<file path="src/rtl/tpm_spi_pkg.sv">
package tpm_spi_pkg;
    typedef enum logic [2:0] {
        ST_IDLE,
        ST_HDR,
        ST_WAIT,
        ST_RDY,
        ST_DATA,
        ST_DONE
    } tgt_state_e;

    localparam int HDR_BYTES  = 4;
    localparam logic [7:0] WAIT_BYTE = 8'h00;
    localparam logic [7:0] GO_BYTE   = 8'h01;
endpackage

</file>
<file path="src/rtl/spi_byte_port.sv">
module spi_byte_port #(
    parameter int SYNC_STAGES = 2
) (
    input  logic       clk,
    input  logic       rst_n,
    input  logic       sclk,
    input  logic       cs_n,
    input  logic       mosi,
    input  logic       tx_load,
    input  logic [7:0] tx_byte,
    output logic       miso,
    output logic       cs_act,
    output logic       cs_fall,
    output logic       cs_rise,
    output logic       byte_done,
    output logic [7:0] rx_byte
);
    localparam int TOP = SYNC_STAGES - 1;

    logic [TOP:0] sclk_sy, cs_sy, mosi_sy;
    logic         sclk_d, cs_d;
    logic         sclk_s, cs_s, mosi_s;
    logic         sclk_rise, sclk_fall;
    logic [2:0]   bit_cnt;
    logic [6:0]   rx_sr;
    logic [7:0]   tx_sr;

    generate
        for (genvar i = 0; i < SYNC_STAGES; i++) begin : g_sync
            always_ff @(posedge clk or negedge rst_n) begin
                if (!rst_n) begin
                    sclk_sy[i] <= 1'b0;
                    cs_sy[i]   <= 1'b1;
                    mosi_sy[i] <= 1'b0;
                end else if (i == 0) begin
                    sclk_sy[i] <= sclk;
                    cs_sy[i]   <= cs_n;
                    mosi_sy[i] <= mosi;
                end else begin
                    sclk_sy[i] <= sclk_sy[(i == 0) ? 0 : i - 1];
                    cs_sy[i]   <= cs_sy[(i == 0) ? 0 : i - 1];
                    mosi_sy[i] <= mosi_sy[(i == 0) ? 0 : i - 1];
                end
            end
        end
    endgenerate

    assign sclk_s = sclk_sy[TOP];
    assign cs_s   = cs_sy[TOP];
    assign mosi_s = mosi_sy[TOP];

    always_ff @(posedge clk or negedge rst_n) begin
        if (!rst_n) begin
            sclk_d <= 1'b0;
            cs_d   <= 1'b1;
        end else begin
            sclk_d <= sclk_s;
            cs_d   <= cs_s;
        end
    end

    assign sclk_rise = sclk_s & ~sclk_d;
    assign sclk_fall = ~sclk_s & sclk_d;
    assign cs_act    = ~cs_s;
    assign cs_fall   = ~cs_s & cs_d;
    assign cs_rise   = cs_s & ~cs_d;
    assign byte_done = cs_act & sclk_rise & (bit_cnt == 3'd7);
    assign rx_byte   = {rx_sr, mosi_s};
    assign miso      = tx_sr[7];

    always_ff @(posedge clk or negedge rst_n) begin
        if (!rst_n) begin
            bit_cnt <= '0;
            rx_sr   <= '0;
            tx_sr   <= '0;
        end else if (!cs_act) begin
            bit_cnt <= '0;
            tx_sr   <= '0;
        end else begin
            if (sclk_rise) begin
                rx_sr   <= {rx_sr[5:0], mosi_s};
                bit_cnt <= bit_cnt + 3'd1;
            end
            if (tx_load) begin
                tx_sr <= tx_byte;
            end else if (sclk_fall && bit_cnt != 3'd0) begin
                tx_sr <= {tx_sr[6:0], 1'b0};
            end
        end
    end
endmodule

</file>
<file path="src/rtl/ready_pulse_gen.sv">
module ready_pulse_gen #(
    parameter int SHORT_CYC = 1000,
    parameter int LONG_CYC  = 25000
) (
    input  logic clk,
    input  logic rst_n,
    input  logic start,
    input  logic long_mode,
    output logic pulse_n
);
    localparam int CNT_W = $clog2(LONG_CYC + 1);

    logic [CNT_W-1:0] cnt_q;

    always_ff @(posedge clk or negedge rst_n) begin
        if (!rst_n) begin
            cnt_q <= '0;
        end else if (start) begin
            cnt_q <= long_mode ? CNT_W'(LONG_CYC) : CNT_W'(SHORT_CYC);
        end else if (cnt_q != '0) begin
            cnt_q <= cnt_q - 1'b1;
        end
    end

    assign pulse_n = (cnt_q == '0);
endmodule

</file>
<file path="src/rtl/tpm_spi_target.sv">
module tpm_spi_target
    import tpm_spi_pkg::*;
#(
    parameter int          ADDR_W    = 24,
    parameter int          LEN_W     = 6,
    parameter int          SHORT_CYC = 1000,
    parameter int          LONG_CYC  = 25000,
    parameter logic [11:0] CFG_ADDR  = 12'hFE0,
    parameter int          CFG_BIT   = 1
) (
    input  logic              clk,
    input  logic              rst_n,
    input  logic              spi_sclk,
    input  logic              spi_cs_n,
    input  logic              spi_mosi,
    output logic              spi_miso,
    output logic              irq_rdy_n,
    input  logic              reg_ready,
    output logic              reg_rd,
    output logic              reg_wr,
    output logic [ADDR_W-1:0] reg_addr,
    output logic [7:0]        reg_wdata,
    input  logic [7:0]        reg_rdata
);
    localparam int IDX_W = $clog2(HDR_BYTES);
    localparam logic [IDX_W-1:0] LAST_HDR = IDX_W'(HDR_BYTES - 1);

    tgt_state_e        state_q, state_d;
    logic [IDX_W-1:0]  hdr_idx_q;
    logic              is_read_q;
    logic [LEN_W-1:0]  len_m1_q;
    logic [LEN_W-1:0]  dcnt_q;
    logic [ADDR_W-1:0] addr_q;
    logic              long_mode_q;

    logic       cs_act, cs_fall, cs_rise, byte_done;
    logic [7:0] rx_byte;
    logic       tx_load;
    logic [7:0] tx_byte;
    logic       last_byte, hdr_end, pulse_start, cfg_hit;

    spi_byte_port #(.SYNC_STAGES(2)) u_port (
        .clk      (clk),
        .rst_n    (rst_n),
        .sclk     (spi_sclk),
        .cs_n     (spi_cs_n),
        .mosi     (spi_mosi),
        .tx_load  (tx_load),
        .tx_byte  (tx_byte),
        .miso     (spi_miso),
        .cs_act   (cs_act),
        .cs_fall  (cs_fall),
        .cs_rise  (cs_rise),
        .byte_done(byte_done),
        .rx_byte  (rx_byte)
    );

    ready_pulse_gen #(.SHORT_CYC(SHORT_CYC), .LONG_CYC(LONG_CYC)) u_pulse (
        .clk      (clk),
        .rst_n    (rst_n),
        .start    (pulse_start),
        .long_mode(long_mode_q),
        .pulse_n  (irq_rdy_n)
    );

    assign last_byte   = (dcnt_q == len_m1_q);
    assign hdr_end     = byte_done && (hdr_idx_q == LAST_HDR);
    assign pulse_start = cs_rise && (state_q == ST_DONE);
    assign cfg_hit     = reg_wr && (addr_q[11:0] == CFG_ADDR);
    assign reg_addr    = addr_q;
    assign reg_wdata   = rx_byte;

    // State register
    always_ff @(posedge clk or negedge rst_n) begin
        if (!rst_n) state_q <= ST_IDLE;
        else        state_q <= state_d;
    end

    // Next-state logic
    always_comb begin
        state_d = state_q;
        unique case (state_q)
            ST_IDLE: if (cs_fall) state_d = ST_HDR;
            ST_HDR:  if (hdr_end) state_d = reg_ready ? ST_RDY : ST_WAIT;
            ST_WAIT: if (byte_done && reg_ready) state_d = ST_RDY;
            ST_RDY:  if (byte_done) state_d = ST_DATA;
            ST_DATA: if (byte_done && last_byte) state_d = ST_DONE;
            ST_DONE: state_d = ST_DONE;
            default: state_d = ST_IDLE;
        endcase
        if (cs_rise) state_d = ST_IDLE;
    end

    // Output logic: next MISO byte and register strobes
    always_comb begin
        tx_load = 1'b0;
        tx_byte = WAIT_BYTE;
        reg_rd  = 1'b0;
        reg_wr  = 1'b0;
        unique case (state_q)
            ST_HDR: begin
                if (hdr_end) begin
                    tx_load = 1'b1;
                    tx_byte = reg_ready ? GO_BYTE : WAIT_BYTE;
                end
            end
            ST_WAIT: begin
                if (byte_done) begin
                    tx_load = 1'b1;
                    tx_byte = reg_ready ? GO_BYTE : WAIT_BYTE;
                end
            end
            ST_RDY: begin
                if (byte_done) begin
                    tx_load = 1'b1;
                    if (is_read_q) begin
                        reg_rd  = 1'b1;
                        tx_byte = reg_rdata;
                    end
                end
            end
            ST_DATA: begin
                if (byte_done) begin
                    tx_load = 1'b1;
                    if (!is_read_q) begin
                        reg_wr = 1'b1;
                    end else if (!last_byte) begin
                        reg_rd  = 1'b1;
                        tx_byte = reg_rdata;
                    end
                end
            end
            default: begin
                tx_load = 1'b0;
            end
        endcase
    end

    // Header, address and payload counters
    always_ff @(posedge clk or negedge rst_n) begin
        if (!rst_n) begin
            hdr_idx_q   <= '0;
            is_read_q   <= 1'b0;
            len_m1_q    <= '0;
            dcnt_q      <= '0;
            addr_q      <= '0;
            long_mode_q <= 1'b0;
        end else begin
            if (state_q == ST_IDLE) begin
                hdr_idx_q <= '0;
                dcnt_q    <= '0;
            end
            if (state_q == ST_HDR && byte_done) begin
                hdr_idx_q <= hdr_idx_q + 1'b1;
                if (hdr_idx_q == '0) begin
                    is_read_q <= rx_byte[7];
                    len_m1_q  <= rx_byte[LEN_W-1:0];
                end else begin
                    addr_q <= {addr_q[ADDR_W-9:0], rx_byte};
                end
            end
            if (reg_rd || reg_wr) begin
                addr_q <= addr_q + 1'b1;
            end
            if (state_q == ST_DATA && byte_done) begin
                dcnt_q <= dcnt_q + 1'b1;
            end
            if (cfg_hit) begin
                long_mode_q <= rx_byte[CFG_BIT];
            end
        end
    end
endmodule

</file>
<file path="config.mk">
export PLATFORM = sky130hd
export DESIGN_NAME = tpm_spi_target
export DESIGN_NICKNAME = d
export VERILOG_FILES = /design/src/rtl/tpm_spi_pkg.sv /design/src/rtl/spi_byte_port.sv /design/src/rtl/ready_pulse_gen.sv /design/src/rtl/tpm_spi_target.sv
export SDC_FILE = /design/constraint.sdc
export NUM_CORES = 1
export LEC_CHECK = 0
export CAP_MARGIN = 20
export CORE_MARGIN = 4
export CORE_UTILIZATION = 45
export CTS_BUF_LIST = sky130_fd_sc_hd__clkbuf_4 sky130_fd_sc_hd__clkbuf_8
export CTS_CLUSTER_DIAMETER = 30
export CTS_CLUSTER_SIZE = 40
export DETAILED_ROUTE_END_ITERATION = 10
export GPL_TIMING_DRIVEN = 0
export HOLD_SLACK_MARGIN = 0.05
export PLACE_DENSITY = 0.66
export SLEW_MARGIN = 5
export SYNTH_ARGS = -nofsm -noshare
export SYNTH_HDL_FRONTEND = slang
export SYNTH_HIERARCHICAL = 1
export SYNTH_SLANG_ARGS = --single-unit
</file>
<file path="constraint.sdc">
create_clock -name clk -period 2.6 [get_ports clk]
set_input_delay 0.52 -clock clk [delete_from_list [all_inputs] [get_ports clk]]
set_output_delay 0.52 -clock clk [all_outputs]
set_load 0.1 [all_outputs]
</file>
# Word-level counts from Yosys, hierarchy flattened
# Cells that the tools add are included.
# word_totals
ff_bits,84
in_bits,14
word_cells,118
# classes
add_sub_neg,5
eq_ne,15
mux,44
n_bitwise,10
n_reduce_logical,25
# op_table
cell,n
$mux W24,3
$mux W8,8
$mux W15,3
$pmux W8 S4,1
$add A24 B1 Y24 const B,1
$mux W3,8
$pmux W3 S6,1
$logic_not A15 Y1,1
$ne A3 B3 Y1 const B,5
$reduce_bool A15 Y1,1
$sub A15 B1 Y15 const B,1
$mux W1,14
$eq A12 B12 Y1 const B,1
$mux W6,2
$reduce_bool A2 Y1,5
$eq A3 B3 Y1 const B,3
$logic_and A1 B1 Y1,8
$add A6 B1 Y6 const B,1
$and A1 B1 Y1,6
$eq A3 B2 Y1 const B,2
$eq A6 B6 Y1,1
$reduce_and A2 Y1,3
$reduce_bool A3 Y1,2
$reduce_and A5 Y1,1
12 further kinds,17

# Depth between registers and ports, before layout
# depth
depth_word,9
depth_mapped,13
ltp_nobuf,10

# Modules after synthesis
# The synthesis kept the hierarchy.
# by_module_without_submodules
module,instances,cells_each,area_per_inst_um2,seq_area_each_um2
tpm_spi_target,1,274,2556.2,1076.0
spi_byte_port,1,82,1132.3,654.4
ready_pulse_gen,1,88,857.1,375.4

# Worst setup path before layout
# OpenSTA, ideal clock, no wires.
# synth_path
kind,register to register
startpoint,register u_port.sclk_d
endpoint,register addr_q[3] (netlist: reg_addr[3])
setup_time_ns,0.178
t_arrival_ns,2.496
t_required_ns,2.422
path_slack_ns,-0.075
path_stages_with_launch,14
synth_period_minus_slack_ns,2.675
cell_sequence,dfrtp_1 > nand2b_1 > clkbuf_1 > nor2_4 > and2_1 > buf_2 > and3_1 > buf_2 > nand2b_2 > inv_2 > nor2_2 > buf_4 > o211ai_1 > o311ai_0
# synth_between
elab_chain_cells,9
# synth_rtl
item,line,source
"start, declared",spi_byte_port.sv:21,"logic sclk_d, cs_d;"
"start signal, assigned",spi_byte_port.sv:57,sclk_d <= sclk_s;
$not A1 Y1 *,spi_byte_port.sv:62,assign sclk_rise = sclk_s & ~sclk_d;
$and A1 B1 Y1 *,spi_byte_port.sv:62,
$and A1 B1 Y1 * (2 in a row),spi_byte_port.sv:67,assign byte_done = cs_act & sclk_rise & (bit_cnt == 3'd7);
net byte_done,tpm_spi_target.sv:36,"logic cs_act, cs_fall, cs_rise, byte_done;"
$mux W1 *,tpm_spi_target.sv:123,if (byte_done) begin
$mux W1 *,tpm_spi_target.sv:100,unique case (state_q)
net reg_wr,tpm_spi_target.sv:20,"output logic reg_wr,"
$logic_or A1 B1 Y1 *,tpm_spi_target.sv:162,if (reg_rd || reg_wr) begin
$ne A2 B1 Y1 (no line) / $reduce_bool A2 Y1 (equally long branches),n/a,
$reduce_and A2 Y1 (no line),n/a,
"end signal, assigned",tpm_spi_target.sv:159,"addr_q <= {addr_q[ADDR_W-9:0], rx_byte};"
"end signal, assigned",tpm_spi_target.sv:163,addr_q <= addr_q + 1'b1;
"end, declared",tpm_spi_target.sv:33,logic [ADDR_W-1:0] addr_q;
# Mark *: on every way through the listed nets, which the timed path passes. The rest lies on a longest branch.
# A chain may end at the register's enable or synchronous reset.

# Final worst setup path
# layout_path
startpoint,register dcnt_q[2]
endpoint,output port reg_rd
# layout_between
elab_chain_cells,5
# layout_rtl
item,line,source
"start, declared",tpm_spi_target.sv:32,logic [LEN_W-1:0] dcnt_q;
"start signal, assigned",tpm_spi_target.sv:166,dcnt_q <= dcnt_q + 1'b1;
$eq A6 B6 Y1,tpm_spi_target.sv:66,assign last_byte = (dcnt_q == len_m1_q);
$mux W1,tpm_spi_target.sv:127,end else if (!last_byte) begin
$mux W1,tpm_spi_target.sv:125,if (!is_read_q) begin
$mux W1,tpm_spi_target.sv:123,
$pmux W1 S2,tpm_spi_target.sv:100,
"end, declared",tpm_spi_target.sv:19,"output logic reg_rd,"
# Every way passes these cells.

==> impl_metrics.py <==
metrics = {
    "setup_path": {
        "cp_slowest_cell": "dfrtp_1",
        "cp_max_fo": 10,
        "required_ps": 2080,
        "crit_start": "dcnt_q[2]",
        "slowest_delay_ps": 450,
        "r2r_cells": 12,
        "arrival_ps": 2020,
        "worstPathCellList": "xnor2_1 -> nand4_1 -> o31ai_4 -> inv_2 -> buf_6 -> buf_12",
        "crit_type": "register to output pin",
        "crit_path_end_kind": "output pin",
        "r2r_slack_ps": 200,
        "cp-start-kind": "register",
        "r2r-start": "u_port/bit_cnt[1]",
        "reg2reg_to": "reg_addr[7]",
    },
    "global_route": {
        "grt_usage_pct": 19.93,
        "grt-busiest-layer": "met2",
        "gr-usage-met3_pct": 4.119,
        "grt-ovfl-total": 0,
        "met1_usage_pct": 27.78,
        "grt_pass1_wl_um": 18550,
        "grt_pass1_vias": 3697,
        "antenna_found_initial": 0,
        "globalRouteMet2Util_pct": 31.33,
        "grt_start_max_net_pins": 64,
    },
    "die": {
        "core_area_sq_um": 9819,
        "die_h_um": 108.5,
        "num_io_pins": 50,
        "start_util_pct": 46.29,
        "placementRows": 36,
        "die-width_um": 108.5,
        "dieArea_sq_um": 11770,
    },
    "sta": {
        "clock-skew-final_ps": 15.36,
        "fin_crit_ps": 2540,
        "final_hold_viol_count": 0,
        "fin_crit_sh_pct": 97.69,
        "finalSetupViolations": 0,
        "worstMarginPinSlew_ps": 984.4,
        "slew_headroom_pct": 34.27,
        "slew_viol_final": 0,
        "fin_hold_ws_ps": 361.8,
        "max_clock_freq_mhz": 393.7,
        "rsz0062_at_grt": "yes",
        "fin_ws_ps": 60.06,
    },
    "synth": {
        "synth_top_family_by_area": "simple AND/OR/NAND/NOR gates",
        "synth-compound-area-share_pct": 14.78,
        "yosys-mux-area-fraction_pct": 9.634,
        "synth_edf_count": 0,
        "synth_adder_area_share_pct": 2.477,
        "syn_area_sq_um": 4546,
        "seq_area_frac_synth_pct": 46.33,
        "synth-seq-cells": 84,
        "synth_xor_area_share_pct": 1.541,
        "yosys.area_share.simple_pct": 21.39,
        "yosys_warnings": 6,
        "synthesis.nets": 467,
        "ys_types": 71,
        "synthCells": 444,
        "synth_area_per_cell_sq_um": 10.24,
        "netlist_top_cells_area": "dfrtp_1 (45%), mux2_2 (4.5%), nand2_1 (3.2%)",
        "synth_ff_type": "dfrtp_1",
        "yosysTopAreaCellShare_pct": 44.59,
        "yosysTopAreaCell": "dfrtp_1",
        "async_flop_share_pct": 100.0,
    },
    "place": {
        "gp_congestion": 0.8604,
        "place_hpwl_um": 7541,
        "io_buffers": 49,
        "dp_worst_setup_slack_ps": -1030,
    },
    "power_and_ir_drop": {
        "leakage_nw": 2.629,
        "peakVddDrop_uv": 488.0,
        "powerDensity_nw_per_um2": 518.5,
        "p_total_w": 0.002896,
    },
    "finish": {
        "finalNetCount": 534,
        "final_common_cell": "dfrtp_1",
        "final_cell_mix": "dfrtp_1 (81), nand2_1 (39), clkdlybuf4s50_1 (39)",
        "n_antenna_cell": 0,
        "fillers": 911,
        "drive_gt1_share_pct": 19.77,
        "syn_to_final_growth_pct": 22.87,
    },
    "clock_tree": {
        "clock-sinks": 84,
        "cts_made_buffers": 9,
        "root_buffer": "clkbuf_8",
        "clock_latency_ps": 360,
        "cts_tree": "built",
        "clockBufferDepth": 2,
        "htree_levels": 3,
        "cts.reportedPaths.clkPinSlew_ps": 100,
    },
    "route": {
        "wirelength_um": 10830,
        "drc": 0,
        "drt_first_iter_violations": 241,
        "vias": 3681,
        "post_drt_wl_per_cell_um": 16.69,
        "ant_nets": 0,
        "via_per_inst": 5.672,
        "firstDrtPassIters": 4,
    },
    "worst_hold_path": {
        "hold_class": "register to register",
        "min_to": "u_port/sclk_s",
        "holdCritStartpoint": "u_port/sclk_sy[0]",
        "hold_depth": 0,
    },
    "run": {
        "maxCapViolCount": 0,
    },
    "status": {
        "outcome": "completed",
    },
}
[how the worst max path moves through the flow]
| stage | to | slack [ps] | depth (start not counted) |
|---|---|---|---|
| 6_report | reg_rd | 60 | 6 |
| 5_1_grt | reg_rd | -50 | 6 |
| 4_1_cts | reg_wr | -30 | 9 |
| 3_5_place_dp | reg_wr | -1030 | 10 |
| 3_3_place_gp | reg_addr[20] | -2130 | 1 |
| 2_1_floorplan | reg_addr[3] | 70 | 13 |
[through the flow]
| stage | util (%) | area [sq um] | setup TNS (ps) | std cells |
|---|---|---|---|---|
| after floorplan | - | 4551 | 0 | 444 |
| after global placement | 53.03 | 5207 | -186160 | 626 |
| final | 56.88 | 5585 | 0 | 649 |
| after global routing | 56.88 | 5585 | -53.20 | 649 |
| after detailed placement | 53.29 | 5233 | -12890 | 627 |
| after CTS | 55.99 | 5498 | -34.15 | 646 |
[metal layers]
| layer | up-vias | part of all wire (%) |
|---|---|---|
| li1 | 1756 | - |
| met1 | 1823 | 47 |
| met2 | 91 | 47 |
| met3 | 11 | 4.5 |
| met4 | 0 | 1.3 |
| met5 | - | 0 |
[state kept, by name, indices dropped and copies added, names as in the netlist]
register and flops:
u_port/cs_s 1, u_port/sclk_s 1, u_port/tx_sr 8, long_mode_q 1, u_port/sclk_sy 1, is_read_q 1
u_port/sclk_d 1, u_port/mosi_s 1, u_port/mosi_sy 1, len_m1_q 6, reg_addr 24, state_q 3
dcnt_q 6, hdr_idx_q 2, u_pulse/cnt_q 15, u_port/rx_sr 7, u_port/cs_sy 1, u_port/bit_cnt 3
u_port/cs_d 1
[cell families after synthesis]
| kind of cell | after synthesis |
|---|---|
| AOI/OAI and AO/OA | 90 |
| and+or+nand+nor | 177 |
| xor gates and xnor gates | 8 |
| adders and majority gates | 9 |
| DFF | 84 |
| muxes | 38 |
| buffers and inverters | 38 |
[Yosys cell counts (6+ instances only)]
library cell  instances
a211oi_1              8
a21oi_1              13
and2_1               10
and3_1               11
clkbuf_1              9
dfrtp_1              81
ha_1                  9
inv_1                17
mux2_2               18
mux2_4                7
mux2i_1              13
nand2_1              39
nand2b_1              6
nand3_1              17
nand4_1               6
nor2_1               39
nor3_1               14
o211ai_1              6
o21ai_0              18
o31ai_1               7
xnor2_1               8
[worst max-delay path: cells and delay by family, from the launching register on]
kind / cells / cell delay [ps]
compound gates: 1 / 440
xor+xnor: 1 / 160
buf+inv: 3 / 390
flops: 1 / 450
simple gates: 1 / 210
[report_power, final]
part           switching [W]  internal (W)  leakage [nW]
Combinational       0.000432      0.000155          1.40
Sequential         0.0000805       0.00136          1.14
Clock               0.000515      0.000351        0.0898
Total                0.00103       0.00187          2.63
[cell type report]
type | instances | area, sq um | share of cell area, %
multi-input cells | 322 | 2328 | 41.69
flip-flops and latches | 84 | 2106 | 37.70
clock inverters | 7 | 48.80 | 0.8737
repair buffers | 58 | 614.3 | 11.00
plain buffers | 16 | 116.4 | 2.083
clock buffers | 9 | 123.9 | 2.218
inverters | 20 | 81.33 | 1.456
well taps | 133 | 166.4 | 2.979
[what timing repair did]
item                       CTS  global route
setup buffers                3             4
setup endpoints to repair   43            33
hold endpoints to repair     2             0
pin swaps                    1             0
resized for setup           38            22
hold buffers                 1             0
Note: power is estimated with default switching activity, not from simulation.
